===== src/rtl/nvprog_seq_pkg.sv =====
package nvprog_seq_pkg;
  localparam int BYTE_W  = 8;
  localparam int ADDR_W  = 2 * BYTE_W;
  localparam int NUM_OPS = 5;
  localparam int STEP_W  = 3;

  typedef enum logic [2:0] {OP_ERASE, OP_RDWORD, OP_WRFUSE, OP_RDFUSE, OP_NOP} op_e;
  typedef enum logic [1:0] {DS_CONST, DS_ADDRLO, DS_ADDRHI, DS_FUSE} dsel_e;
  typedef enum logic [1:0] {SK_NONE, SK_CMD, SK_HI} skip_e;

  typedef struct packed {
    logic [BYTE_W-1:0] instr;
    logic [BYTE_W-1:0] konst;
    dsel_e             dsel;
    skip_e             skip;
    logic              poll;
    logic              capLo;
    logic              capHi;
    logic              last;
  } step_t;

  typedef struct packed {
    logic              latchReq;
    logic              capLo;
    logic              capHi;
    logic              setCmd;
    logic              setHi;
    logic              clrCache;
    logic [BYTE_W-1:0] cmdByte;
    dsel_e             dsel;
    logic [BYTE_W-1:0] konst;
  } strobe_t;
endpackage


===== src/rtl/nvprog_seq_ctrl.sv =====
module nvprog_seq_ctrl
  import nvprog_seq_pkg::*;
(
  input  logic                   clk,
  input  logic                   rst_n,
  input  logic [NUM_OPS-1:0]     opReq,
  input  logic                   frmReady,
  input  logic                   frmDone,
  input  logic                   cmdValid,
  input  logic [BYTE_W-1:0]      cmdCache,
  input  logic                   hiHit,
  output logic                   opAck,
  output logic                   opErr,
  output logic                   opDone,
  output logic                   rdValid,
  output logic                   frmValid,
  output logic [BYTE_W-1:0]      frmInstr,
  output logic                   frmPoll,
  output strobe_t                stb
);
  typedef enum logic [1:0] {S_IDLE, S_ISSUE, S_WAIT, S_DONE} state_e;

  state_e            state;
  op_e               op;
  logic [STEP_W-1:0] step;
  step_t             si;
  step_t             si0;
  logic              reqOk;
  logic              skipNow;
  op_e               reqOp;

  function automatic step_t mk(input logic [7:0] ins, input logic [7:0] k, input dsel_e ds,
                               input skip_e sk, input logic pl, input logic cl,
                               input logic ch, input logic ls);
    step_t s;
    s.instr = ins; s.konst = k; s.dsel = ds; s.skip = sk;
    s.poll = pl; s.capLo = cl; s.capHi = ch; s.last = ls;
    return s;
  endfunction

  function automatic step_t lookup(input op_e o, input logic [STEP_W-1:0] i);
    step_t s;
    s = mk(8'h4C, 8'h00, DS_CONST, SK_NONE, 1'b0, 1'b0, 1'b0, 1'b1);
    case (o)
      OP_ERASE: case (i)
        3'd0:    s = mk(8'h4C, 8'h80, DS_CONST, SK_NONE, 1'b0, 1'b0, 1'b0, 1'b0);
        3'd1:    s = mk(8'h64, 8'h00, DS_CONST, SK_NONE, 1'b0, 1'b0, 1'b0, 1'b0);
        default: s = mk(8'h6C, 8'h00, DS_CONST, SK_NONE, 1'b1, 1'b0, 1'b0, 1'b1);
      endcase
      OP_RDWORD: case (i)
        3'd0:    s = mk(8'h4C, 8'h02, DS_CONST,  SK_CMD,  1'b0, 1'b0, 1'b0, 1'b0);
        3'd1:    s = mk(8'h0C, 8'h00, DS_ADDRLO, SK_NONE, 1'b0, 1'b0, 1'b0, 1'b0);
        3'd2:    s = mk(8'h1C, 8'h00, DS_ADDRHI, SK_HI,   1'b0, 1'b0, 1'b0, 1'b0);
        3'd3:    s = mk(8'h68, 8'h00, DS_CONST,  SK_NONE, 1'b0, 1'b0, 1'b0, 1'b0);
        3'd4:    s = mk(8'h6C, 8'h00, DS_CONST,  SK_NONE, 1'b0, 1'b1, 1'b0, 1'b0);
        3'd5:    s = mk(8'h78, 8'h00, DS_CONST,  SK_NONE, 1'b0, 1'b0, 1'b0, 1'b0);
        default: s = mk(8'h7C, 8'h00, DS_CONST,  SK_NONE, 1'b0, 1'b0, 1'b1, 1'b1);
      endcase
      OP_WRFUSE: case (i)
        3'd0:    s = mk(8'h4C, 8'h40, DS_CONST, SK_CMD,  1'b0, 1'b0, 1'b0, 1'b0);
        3'd1:    s = mk(8'h2C, 8'h00, DS_FUSE,  SK_NONE, 1'b0, 1'b0, 1'b0, 1'b0);
        3'd2:    s = mk(8'h64, 8'h00, DS_CONST, SK_NONE, 1'b0, 1'b0, 1'b0, 1'b0);
        default: s = mk(8'h6C, 8'h00, DS_CONST, SK_NONE, 1'b1, 1'b0, 1'b0, 1'b1);
      endcase
      OP_RDFUSE: case (i)
        3'd0:    s = mk(8'h4C, 8'h04, DS_CONST, SK_CMD,  1'b0, 1'b0, 1'b0, 1'b0);
        3'd1:    s = mk(8'h68, 8'h00, DS_CONST, SK_NONE, 1'b0, 1'b0, 1'b0, 1'b0);
        default: s = mk(8'h6C, 8'h00, DS_CONST, SK_NONE, 1'b0, 1'b1, 1'b0, 1'b1);
      endcase
      default: s = mk(8'h4C, 8'h00, DS_CONST, SK_NONE, 1'b0, 1'b0, 1'b0, 1'b1);
    endcase
    return s;
  endfunction

  always_comb begin
    reqOk = (opReq != '0) && ((opReq & (opReq - 1'b1)) == '0);
    reqOp = OP_NOP;
    if (opReq[0]) reqOp = OP_ERASE;
    else if (opReq[1]) reqOp = OP_RDWORD;
    else if (opReq[2]) reqOp = OP_WRFUSE;
    else if (opReq[3]) reqOp = OP_RDFUSE;
  end

  always_comb begin
    si  = lookup(op, step);
    si0 = lookup(op, '0);
    skipNow = ((si.skip == SK_CMD) && cmdValid && (cmdCache == si.konst)) ||
              ((si.skip == SK_HI) && hiHit);
    frmValid = (state == S_ISSUE) && !skipNow;
    frmInstr = si.instr;
    frmPoll  = si.poll;
    opDone   = (state == S_DONE);
    rdValid  = (state == S_DONE) && ((op == OP_RDWORD) || (op == OP_RDFUSE));

    stb          = '0;
    stb.dsel     = si.dsel;
    stb.konst    = si.konst;
    stb.cmdByte  = si0.konst;
    stb.latchReq = (state == S_IDLE) && reqOk;
    stb.capLo    = (state == S_WAIT) && frmDone && si.capLo;
    stb.capHi    = (state == S_WAIT) && frmDone && si.capHi;
    if (state == S_DONE) begin
      stb.clrCache = (op == OP_ERASE) || (op == OP_NOP);
      stb.setCmd   = (op == OP_RDWORD) || (op == OP_WRFUSE) || (op == OP_RDFUSE);
      stb.setHi    = (op == OP_RDWORD);
    end
  end

  always_ff @(posedge clk or negedge rst_n) begin
    if (!rst_n) begin
      state <= S_IDLE;
      op    <= OP_NOP;
      step  <= '0;
      opAck <= 1'b0;
      opErr <= 1'b0;
    end else begin
      opAck <= 1'b0;
      opErr <= (opReq != '0) && ((state != S_IDLE) || !reqOk);
      case (state)
        S_IDLE: if (reqOk) begin
          op    <= reqOp;
          step  <= '0;
          state <= S_ISSUE;
          opAck <= 1'b1;
        end
        S_ISSUE: begin
          if (skipNow) begin
            if (si.last) state <= S_DONE;
            else step <= step + 1'b1;
          end else if (frmReady) begin
            state <= S_WAIT;
          end
        end
        S_WAIT: if (frmDone) begin
          if (si.last) state <= S_DONE;
          else begin
            step  <= step + 1'b1;
            state <= S_ISSUE;
          end
        end
        default: state <= S_IDLE;
      endcase
    end
  end

  p_hold_r13: assert property (@(posedge clk) disable iff (!rst_n)
    (frmValid && !frmReady) |=> (frmValid && $stable(frmInstr) && $stable(frmPoll)));
  p_done_pulse_r11: assert property (@(posedge clk) disable iff (!rst_n)
    opDone |=> !opDone);
  p_ack_pulse_r11: assert property (@(posedge clk) disable iff (!rst_n)
    opAck |=> !opAck);
  p_err_no_ack_r10: assert property (@(posedge clk) disable iff (!rst_n)
    opErr |-> !opAck);
endmodule


===== src/rtl/nvprog_seq_dp.sv =====
module nvprog_seq_dp
  import nvprog_seq_pkg::*;
(
  input  logic              clk,
  input  logic              rst_n,
  input  logic              modeEnter,
  input  strobe_t           stb,
  input  logic [ADDR_W-1:0] opAddr,
  input  logic [BYTE_W-1:0] opData,
  input  logic [BYTE_W-1:0] frmRx,
  output logic [BYTE_W-1:0] frmData,
  output logic [ADDR_W-1:0] rdData,
  output logic              cmdValid,
  output logic [BYTE_W-1:0] cmdCache,
  output logic              hiHit
);
  logic [ADDR_W-1:0] addrQ;
  logic [BYTE_W-1:0] fuseQ;
  logic [BYTE_W-1:0] rdLo;
  logic [BYTE_W-1:0] rdHi;
  logic [BYTE_W-1:0] hiCache;
  logic              hiValid;

  always_ff @(posedge clk or negedge rst_n) begin
    if (!rst_n) begin
      addrQ <= '0;
      fuseQ <= '0;
      rdLo  <= '0;
      rdHi  <= '0;
    end else begin
      if (stb.latchReq) begin
        addrQ <= opAddr;
        fuseQ <= opData;
        rdLo  <= '0;
        rdHi  <= '0;
      end
      if (stb.capLo) rdLo <= frmRx;
      if (stb.capHi) rdHi <= frmRx;
    end
  end

  always_ff @(posedge clk or negedge rst_n) begin
    if (!rst_n) begin
      cmdValid <= 1'b0;
      cmdCache <= '0;
      hiValid  <= 1'b0;
      hiCache  <= '0;
    end else if (modeEnter || stb.clrCache) begin
      cmdValid <= 1'b0;
      hiValid  <= 1'b0;
    end else begin
      if (stb.setCmd) begin
        cmdValid <= 1'b1;
        cmdCache <= stb.cmdByte;
      end
      if (stb.setHi) begin
        hiValid <= 1'b1;
        hiCache <= addrQ[ADDR_W-1:BYTE_W];
      end
    end
  end

  always_comb begin
    hiHit  = hiValid && (hiCache == addrQ[ADDR_W-1:BYTE_W]);
    rdData = {rdHi, rdLo};
    case (stb.dsel)
      DS_ADDRLO: frmData = addrQ[BYTE_W-1:0];
      DS_ADDRHI: frmData = addrQ[ADDR_W-1:BYTE_W];
      DS_FUSE:   frmData = fuseQ;
      default:   frmData = stb.konst;
    endcase
  end

  p_mode_clear_r9: assert property (@(posedge clk) disable iff (!rst_n)
    $past(modeEnter) |-> (!cmdValid && !hiHit));
endmodule


===== src/rtl/nvprog_sequencer.sv =====
module nvprog_sequencer
  import nvprog_seq_pkg::*;
(
  input  logic                  clk,
  input  logic                  rst_n,
  input  logic                  modeEnter,
  input  logic [NUM_OPS-1:0]    opReq,
  input  logic [ADDR_W-1:0]     opAddr,
  input  logic [BYTE_W-1:0]     opData,
  output logic                  opAck,
  output logic                  opErr,
  output logic                  opDone,
  output logic [ADDR_W-1:0]     rdData,
  output logic                  rdValid,
  output logic                  frmValid,
  input  logic                  frmReady,
  output logic [BYTE_W-1:0]     frmData,
  output logic [BYTE_W-1:0]     frmInstr,
  output logic                  frmPoll,
  input  logic                  frmDone,
  input  logic [BYTE_W-1:0]     frmRx
);
  strobe_t           stb;
  logic              cmdValid;
  logic [BYTE_W-1:0] cmdCache;
  logic              hiHit;

  nvprog_seq_ctrl u_ctrl (
    .clk(clk), .rst_n(rst_n), .opReq(opReq), .frmReady(frmReady), .frmDone(frmDone),
    .cmdValid(cmdValid), .cmdCache(cmdCache), .hiHit(hiHit),
    .opAck(opAck), .opErr(opErr), .opDone(opDone), .rdValid(rdValid),
    .frmValid(frmValid), .frmInstr(frmInstr), .frmPoll(frmPoll), .stb(stb)
  );

  nvprog_seq_dp u_dp (
    .clk(clk), .rst_n(rst_n), .modeEnter(modeEnter), .stb(stb),
    .opAddr(opAddr), .opData(opData), .frmRx(frmRx),
    .frmData(frmData), .rdData(rdData), .cmdValid(cmdValid),
    .cmdCache(cmdCache), .hiHit(hiHit)
  );

  p_cmd_skip_r7: assert property (@(posedge clk) disable iff (!rst_n)
    (frmValid && frmInstr == 8'h4C && cmdValid) |-> (frmData != cmdCache));
  p_hi_skip_r8: assert property (@(posedge clk) disable iff (!rst_n)
    (frmValid && frmInstr == 8'h1C) |-> !hiHit);
  p_poll_last_r12: assert property (@(posedge clk) disable iff (!rst_n)
    (frmValid && frmPoll) |-> (frmInstr == 8'h6C));
endmodule


===== config.mk =====
export PLATFORM = sky130hd
export DESIGN_NAME = nvprog_sequencer
export DESIGN_NICKNAME = d
export VERILOG_FILES = /design/src/rtl/nvprog_seq_pkg.sv /design/src/rtl/nvprog_seq_ctrl.sv /design/src/rtl/nvprog_seq_dp.sv /design/src/rtl/nvprog_sequencer.sv
export SDC_FILE = /design/constraint.sdc
export NUM_CORES = 1
export LEC_CHECK = 0
export BUFFER_PORTS_ARGS = -buffer_cell sky130_fd_sc_hd__buf_2
export CAP_MARGIN = 20
export CORE_AREA = 2 2 84 86
export DETAILED_ROUTE_END_ITERATION = 6
export DIE_AREA = 0 0 86 88
export GPL_TIMING_DRIVEN = 1
export PLACE_DENSITY_LB_ADDON = 0.1
export SETUP_SLACK_MARGIN = 0.3
export SLEW_MARGIN = 20
export SYNTH_ARGS = -nofsm -noshare
export SYNTH_HDL_FRONTEND = slang
export SYNTH_SLANG_ARGS = --single-unit

===== constraint.sdc =====
create_clock -name clk -period 3.8 [get_ports clk]
set_clock_uncertainty 0.2 [all_clocks]
set_input_delay 0.57 -clock clk [delete_from_list [all_inputs] [get_ports clk]]
set_output_delay 0.57 -clock clk [all_outputs]
set_load 0.01 [all_outputs]

==> metrics.cfg <==
[status]
status=finished, final reports clean

[worst_setup_path]
cp.arrival_ns=2.51
path_class=flip-flop to output pin
cpMostUsedCell=a31oi_1
crit_path_max_incr_delay_ns=0.42
crit_chain=inv_1 > ha_1 > and3b_1 > a31oi_1 > nor2_1 > buf_4 > or4_1 > a31oi_1 > buf_2
slowest_stage=dfrtp_1
cp-end-kind=output pin
cp.required_ns=3.03
worstSetupStartpointType=flip-flop
path_max_fanout=15

[clock_network]
holdBufCountCts=0
post_cts.repair.setup_buffers=0
clkSinkCount=64
ctsRootBufferMaster=clkbuf_8
cts_tree=done
cts_buffer_depth=2
post_cts_resized=0
insertion_delay_ns=0.34
htreeDepth=3
clk_pin_slew_ns=0.07
numCtsBuffers=9

[timing]
rsz0062_at_grt=false
max_slew.worst_pin.slew_ns=0.968
slew-limit-headroom_pct=35.3
fmax_mhz=305
drv_slew=0
hold_viol=0
fin_tns_setup_ns=0
post-route-min-period_ns=3.28
setup_violations=0
min_period_over_period_pct=86.4

[synth]
synth_most_common_cell=dfrtp_1
synth-seq-area-share_pct=45.3
synth.area.top_cells=dfrtp_1, mux2_2, nand2_1
synth_common_cells=dfrtp_1, nand2_1, mux2_2
async_flop_share_pct=100
synth_edf_count=0
synth_ff_type=dfrtp_1
yosys.area.top_type_share_pct=44.5
synth-seq-cells=64
syn_area_sq_um=3540
ys_warn_count=0
synth.distinct_cells=57
yosysTopAreaCell=dfrtp_1
syn_area_per_cell_sq_um=10.2
syn_inst=347

[finish]
fill_cells=579
fin_nets=472
area_growth_pct=17.6
finalInstanceArea_sq_um=4160
layout-drive-gt1-share_pct=33.8
fin_cells=503
antenna_cells=0

[global_routing]
gr-total-overflow=0
grt_pass1_wl_microns=13100
track_usage_pct=22.5
grt_pass1_vias=2676
grt_max_degree=43
antenna_found_initial=0

[drt]
wl_per_cell_microns=15.9
drc=0
route.met3.wl_microns=429
vias=2827
highest_layer=met4
wl_met1_microns=3700
drtAntennaViolNets=0
dr_wl_met2_microns=3700
first_pass_iters=4
drt_iter0_markers=188
vias_per_cell=5.62
drt_wl_total_microns=7990

[die]
fp.dieW_microns=86
coreArea_sq_um=6640
fp.dieH_microns=88
io_pins=80
dieArea_sq_um=7570
row_count=30
initial_core_util_pct=53.3

[flow_run]
drv_cap=0

[pwr]
leakage_nw=2.00
ir_drop_mv=0.310
power_density_nw_per_um2=753

[placed_design]
placed_cell_area_sq_um=3950
io_buffer_count=76
dp_hpwl_microns=5790
placedCellCount=489
routabilityCongestion=0.891

[worst_hold_path]
hold_path.class=input port to async pin

## metal layers
| metal | vias up | GRT usage (%) |
|---|---|---|
| met5 | - | 0 |
| met4 | 0 | 9.09 |
| met3 | 13 | 5.56 |
| met2 | 84 | 33.4 |
| met1 | 1367 | 31.7 |
| li1 | 1363 | - |
## flip-flops by register name (all words and copies together) (netlist names), 3 cells and up
signal / cells
u_dp.fuseQ: 8
u_dp.rdHi: 8
u_ctrl.op: 3
u_dp.addrQ: 16
u_ctrl.step: 3
u_dp.cmdCache: 4
u_dp.hiCache: 8
u_dp.rdLo: 8
## area by class of cell
| cell class | count | area [sq um] | share of cell area (%) |
|---|---|---|---|
| repair buffers | 81 | 418 | 10.0 |
| well taps | 80 | 100 | 2.40 |
| clock inverters | 3 | 42.5 | 1.02 |
| clock buffers | 11 | 151 | 3.64 |
| inverters | 13 | 48.8 | 1.17 |
| flip-flops and latches | 64 | 1610 | 38.6 |
| multi-input cells | 251 | 1800 | 43.2 |
## logic make-up after synthesis
| group | after synthesis | synth area share, % |
|---|---|---|
| AO/OA/AOI/OAI | 60 | 11.2 |
| XOR/XNOR | 11 | 2.72 |
| adder cells (fa/ha/maj) | 11 | 3.82 |
| buffers and inverters | 34 | 4.81 |
| flip-flops | 64 | 45.3 |
| multiplexers | 45 | 13.9 |
| other | 1 | 0.106 |
| AND/OR/NAND/NOR | 121 | 18.2 |
## power by group
| part | switching [mW] | total [mW] | internal, mW |
|---|---|---|---|
| clock | 0.259 | 0.589 | 0.330 |
| combinational | 0.730 | 1.37 | 0.640 |
| sequential | 0.257 | 1.18 | 0.921 |
| total | 1.25 | 3.14 | 1.89 |
## final timing paths
path	from	to	slack [ns]	depth (start not counted)
max in group asynchronous	rst_n	u_ctrl.step[1]	2.66	2
setup reg to reg	u_ctrl.step[1]	u_ctrl.step[1]	0.91	8
min in group clk	frmRx[0]	u_dp.rdHi[0]	0.23	3
setup / recovery	u_ctrl.step[0]	frmData[1]	0.52	9
hold reg to reg	u_dp.rdHi[3]	u_dp.rdHi[3]	0.30	2
hold / removal	rst_n	u_dp.fuseQ[6]	0.004	1
## cells in the final DEF, fill, tap and decap left out, types with 4 or more instances in the layout
cell,n
buf_2,76
dfrtp_1,61
nand2_1,50
mux2_2,32
nor2_1,16
o21ai_0,16
mux2i_1,13
inv_1,12
nand3_1,11
clkbuf_8,11
a21oi_1,10
ha_1,9
xnor2_1,8
nor3_1,6
and3_1,5
buf_4,5
a31oi_1,4
a211oi_1,4
## worst max-delay path, delay by kind of cell, from the launching register on
kind	cells	cell delay, ns
and+or+nand+nor	3	0.66
DFF	1	0.42
AOI/OAI and AO/OA	2	0.33
adders and majority gates	1	0.27
buffers and inverters	3	0.48
## metrics by stage
step / total power, mW / utilization, % / setup WS (ns) / hold slack [ns]
floorplan: 2.15 / - / 1.08 / 0.0744
global placement: 2.49 / 59.5 / 0.764 / 0.277
detailed placement: 2.53 / 59.5 / 0.730 / 0.283
CTS: 3.13 / 62.4 / 0.353 / 0.00259
global route: 3.36 / 62.7 / 0.350 / 0.0401
finish: 3.14 / 62.7 / 0.518 / 0.00372
Power figures use the tool's default switching activity.
